## src/rtl/ucode_datapath.sv

```systemverilog
module ucode_datapath #(
  parameter int W = 8
) (
  input  logic         clk,
  input  logic         rst,
  input  logic [15:1]  mop,
  output logic [W-1:0] data_bus,
  output logic [W-1:0] addr_bus
);
  localparam int DEPTH = 1 << W;

  logic [W-1:0] pc, r0, r1, ar, alu_y;
  logic [W-1:0] mem [DEPTH];
  logic [2:0]   alu_sel;
  logic         mem_rd, mem_wr;
  logic         unused_seq;

  assign unused_seq = ^mop[2:1];
  assign mem_rd  = mop[3] & ~mop[4];
  assign mem_wr  = mop[3] &  mop[4];
  assign alu_sel = {mop[13], mop[14], mop[15]};

  assign addr_bus = ({W{mop[5]}} & pc) | ({W{mop[10]}} & ar);
  assign data_bus = ({W{mop[5]}} & pc) | ({W{mop[8]}} & r1)
                  | ({W{mem_rd}} & mem[addr_bus]);

  always_comb begin
    case (alu_sel)
      3'd0: alu_y = r0;
      3'd1: alu_y = r0 << 1;
      3'd2: alu_y = r0 >> 1;
      3'd3: alu_y = r0 + r1;
      3'd4: alu_y = r0 - r1;
      3'd5: alu_y = r0 & r1;
      3'd6: alu_y = r0 | r1;
      3'd7: alu_y = ~r0;
    endcase
  end

  always_ff @(posedge clk) begin
    if (rst) begin
      pc <= '0;
      r0 <= '0;
      r1 <= '0;
      ar <= '0;
    end else begin
      if (mop[6])      pc <= addr_bus;
      else if (mop[7]) pc <= pc + 1'b1;
      if (mop[11]) r0 <= data_bus;
      if (mop[12]) r1 <= alu_y;
      if (mop[9])  ar <= data_bus;
    end
  end

  always_ff @(posedge clk) begin
    if (mem_wr) mem[addr_bus] <= data_bus;
  end

  a_r10_one_data_driver: assert property (@(posedge clk) disable iff (rst)
    $countones({mop[5], mop[8], mem_rd}) <= 1);
  a_r10_one_addr_driver: assert property (@(posedge clk) disable iff (rst)
    !(mop[5] && mop[10]));
  a_r1_reset_clear: assert property (@(posedge clk) disable iff (rst)
    $past(rst) |-> (pc == '0 && r0 == '0 && r1 == '0 && ar == '0));
  a_r3_pc_load: assert property (@(posedge clk) disable iff (rst)
    mop[6] |=> pc == $past(addr_bus));
  a_r3_pc_step: assert property (@(posedge clk) disable iff (rst)
    (!mop[6] && mop[7]) |=> pc == $past(pc) + 1'b1);
  a_r3_pc_hold: assert property (@(posedge clk) disable iff (rst)
    (!mop[6] && !mop[7]) |=> $stable(pc));
  a_r5_r0_take: assert property (@(posedge clk) disable iff (rst)
    mop[11] |=> r0 == $past(data_bus));
  a_r7_ar_take: assert property (@(posedge clk) disable iff (rst)
    mop[9] |=> ar == $past(data_bus));
  a_r9_mem_commit: assert property (@(posedge clk) disable iff (rst)
    mem_wr |=> mem[$past(addr_bus)] == $past(data_bus));
  a_r2_idle_data: assert property (@(posedge clk) disable iff (rst)
    !(mop[5] || mop[8] || mem_rd) |-> data_bus == '0);
endmodule

```

## config.mk

```make
export PLATFORM = sky130hd
export DESIGN_NAME = ucode_datapath
export DESIGN_NICKNAME = d
export VERILOG_FILES = /design/src/rtl/ucode_datapath.sv
export SDC_FILE = /design/constraint.sdc
export NUM_CORES = 2
export LEC_CHECK = 0
export CAP_MARGIN = 20
export CORE_ASPECT_RATIO = 0.9
export CORE_MARGIN = 1.5
export CORE_UTILIZATION = 25
export CTS_BUF_LIST = sky130_fd_sc_hd__clkbuf_4 sky130_fd_sc_hd__clkbuf_8
export CTS_CLUSTER_DIAMETER = 200
export DETAILED_ROUTE_END_ITERATION = 16
export PLACE_DENSITY = 0.49
export SLEW_MARGIN = 20
export SYNTH_ARGS = -nofsm -noshare
export SYNTH_HDL_FRONTEND = slang
export SYNTH_SLANG_ARGS = --single-unit
```

## constraint.sdc

```tcl
create_clock -name clk -period 21.4 [get_ports clk]
set_input_delay 3.21 -clock clk [delete_from_list [all_inputs] [get_ports clk]]
set_output_delay 3.21 -clock clk [all_outputs]
set_load 0.01 [all_outputs]
```

==> metrics.csv <==
stage;metric;value;unit
timing;final number of hold-violating endpoints;0;
run_status;status;completed;
global_route;number of antenna violations at the first check in global routing;14;
timing;Worst Slack Setup Final;7.53;ns
route;number of nets with antenna violations after routing;0;
layout;area added between synthesis and finish;14.3;%
timing;max-slew violation count;0;
route;First-pass DRT Iterations;6;
hold_path;number of stages on the worst hold path;2;
floorplanning;starting utilization of the core area;25.1;%
route;vias per inst;4.74;
placement;Final GP Congestion;0.783;
floorplanning;Die Outline Area;329000;um2
route;DRC violations left;0;
route;final routed wirelength across all metal layers;235000;um
worst_setup_path;Worst setup SP type;primary input;
clock_tree;number of gates resized after cts;0;
clock_tree;number of buffers created by CTS;333;
global_route;maximum number of pins on one net before global-route repair;173;
worst_setup_path;FF-to-FF Start;pc[2]$_SDFFE_PP0P_;
placement;DP Wirelength;136000;um
yosys;post-synthesis cell area;81300;um2
layout;Total Nets Final;4451;
clock_tree;number of post-CTS setup repair buffers;0;
yosys;area share of the largest cell type after synthesis;75.6;%
hold_path;min-delay src;ar[2]$_SDFFE_PP0P_;
yosys;sequential area share after synthesis;76.4;%
global_route;peak-usage layer in the global routing report;met2;
yosys;asr flop ratio synth;0;%
yosys;mean cell area of the mapped netlist;19.3;um2
hold_path;worst min path class;reg2reg;
placement;worst setup timing slack at the placement stage;7.61;ns
worst_setup_path;arrival time worst endpoint;10.66;ns
timing;top achievable clock speed;0.0721;GHz
layout;fraction of layout cells with a size suffix above 1;23.8;%
yosys;distinct cell type count of the synthesized netlist;76;
power_and_ir_drop;power per cell area;95.8;nW/um2
layout;leading cell type in the layout, fill and taps excluded;edfxtp_1;
flow_run;maximum capacitance violations;0;
floorplanning;number of top-level pins;33;
clock_tree;CTS tree;yes;
worst_setup_path;Reg2Reg Depth;15;
power_and_ir_drop;Lkg Pwr;27.9;nW
clock_tree;worst-skew pair later-pin latency;0.96;ns
worst_setup_path;largest fanout on the critical path;102;
timing;actual transition at the worst max-transition pin;1.25;ns
floorplanning;Die Y;544;um
yosys;synthesized instance count;4218;
floorplanning;Core Rows;198;
power_and_ir_drop;worst ir drop on vdd;0.0522;mV
global_route;number of global-route vias before repair;42600;
yosys;number of enable flip-flop cells after synthesis;2048;
clock_tree;clk root buf;clkbuf_8;
global_route;overall overflow remaining after global route;0;
yosys;FF+latch count, synth;2080;
layout;commonest cells after routing, fill and taps aside;edfxtp_1 (2048), mux4_2 (460), clkbuf_8 (343);
worst_setup_path;end of the worst register-to-register path;mem[10][6]$_DFFE_PP_;
floorplanning;Core Area;324000;um2
route;initial detailed-routing violation count;4879;
yosys;number of nets in the synthesized netlist;4247;
hold_path;Worst Hold End;ar[2]$_SDFFE_PP0P_;
worst_setup_path;required arrival time at the worst endpoint;18.19;ns
clock_tree;Max H-tree Level;5;
floorplanning;width of the die;604;um
layout;final-layout fill cell count;32200;
global_route;global-route wire length before repair;327000;um
timing;Hold WS;0.516;ns
yosys;number of warnings issued by yosys;0;
placement;Port Buffers;30;
yosys;leading cell types by total area after synthesis;edfxtp_1 (76%), mux4_2 (13%), o22ai_1 (1.6%), nor2_1 (1.5%), nand2_1 (1.4%);
timing;Max-slew headroom;16.1;%
clock_tree;cts-stage hold buffer count;0;
worst_setup_path;classification of the worst setup path;in2out;
route;average detailed-routed wire length per instance;26.2;um
timing;endpoints failing setup;0;
timing;clock skew;0.0617;ns
route;vias post-DR;42500;
worst_setup_path;worst-case register-to-register setup slack;12.37;ns
timing;final cycle utilization of the critical path;64.8;%
clock_tree;clock slew at reported path FFs;0.06;ns
timing;RSZ-0062 raised after global routing;false;
worst_setup_path;CP endpoint kind;output pin;
global_route;routing usage on met3;3.94;%
yosys;dominant cell type by area after synthesis;edfxtp_1;
yosys;leading register cell type out of synthesis;edfxtp_1;
timing;time the final worst path needs with I/O delays and setup;13.87;ns
timing;final sum of negative setup slack;0;ns
global_route;met1 Usage GRT;19.6;%
global_route;GR Util met2;20.7;%
clock_tree;Clock Path Buffers;4;
global_route;global-route total usage across every layer;13.9;%
clock_tree;TritonCTS sink count;2080;
-- worst max-delay path, stage by stage --
cell and delay [ns]:
clkdlybuf4s50_1 0.46, buf_4 0.30, a22oi_4 0.12, buf_4 0.34, clkinv_16 0.41, buf_12 0.54
buf_4 0.78, mux4_2 0.43, o22ai_1 0.11, o21ai_0 0.34, nand4_1 0.46, a2111oi_2 0.99
a31oi_1 0.63, inv_8 0.44, clkdlybuf4s50_1 0.64
-- cells by family (layout without fill, tap and decap cells) --
kind of cell             after synthesis  count (layout)  synth area share (%)
XOR/XNOR                              16              16                 0.172
flip-flops                          2080            2080                  76.4
multiplexers                         489             489                  13.1
AO/OA/AOI/OAI                        502             502                  3.97
adder cells (fa/ha/maj)               12              12                 0.194
AND/OR/NAND/NOR                      825             825                  4.22
buffers and inverters                294             736                  1.88
other                                  0               2                     0
-- how the worst max path moves through the flow --
stage / from / endpoint / slack [ns]
6_report: mop[5] / data_bus[2] / 7.53
5_1_grt: mop[5] / data_bus[2] / 7.36
4_1_cts: mop[5] / data_bus[2] / 7.58
3_5_place_dp: mop[5] / data_bus[2] / 7.61
3_3_place_gp: mop[5] / data_bus[2] / 7.68
2_1_floorplan: mop[5] / data_bus[2] / 10.08
-- area by class of cell --
| type | count | area [um2] | share of cell area, % |
|---|---|---|---|
| Inverter | 30 | 210 | 0.226 |
| Antenna cell | 2 | 5.00 | 0.00539 |
| Clock inverter | 127 | 753 | 0.811 |
| Multi-Input combinational cell | 1844 | 17800 | 19.1 |
| Tap cell | 4300 | 5380 | 5.79 |
| Timing Repair Buffer | 133 | 1180 | 1.27 |
| Clock buffer | 446 | 5490 | 5.91 |
| Sequential cell | 2080 | 62100 | 66.9 |
-- sequential cells by signal, indices dropped and copies added, names as in the netlist --
signal / count
ar: 8
mem: 2048
pc: 8
r0: 8
r1: 8
-- metal layers --
layer  part of all wire (%)  up-vias  wire (um)
met2                     44     1723     104000
met3                    8.9      374      21000
met1                     44    22700     103000
li1                       -    17700          -
met4                    2.9        6       6790
met5                  0.020        -         46
-- Yosys cell counts, types with 23 or more instances --
| library cell | n |
|---|---|
| a211oi_1 | 24 |
| o21ai_0 | 103 |
| edfxtp_1 | 2048 |
| mux2i_1 | 23 |
| buf_1 | 26 |
| buf_4 | 32 |
| nor2_1 | 323 |
| inv_1 | 25 |
| mux4_2 | 460 |
| nand2_1 | 303 |
| o22ai_1 | 205 |
| dfxtp_1 | 32 |
| clkbuf_1 | 104 |
| a21oi_1 | 54 |
| buf_2 | 77 |
| a31oi_1 | 23 |
| buf_6 | 23 |
| nand3_1 | 127 |
-- power by group --
part	switching, mW	internal (mW)
Combinational	0.668	0.252
Sequential	0.0109	4.65
Clock	1.59	1.74
-- per-stage QoR --
step	util (%)	power (mW)	area, um2	std cells
3_3_place_gp	26.8	5.65	86600	8386
3_5_place_dp	26.8	5.67	86700	8387
5_1_grt	28.7	9.19	92900	8961
2_1_floorplan	-	5.30	81300	4218
4_1_cts	28.7	8.98	92900	8960
6_report	28.7	8.91	92900	8962
(Power assumes the default switching activity.)
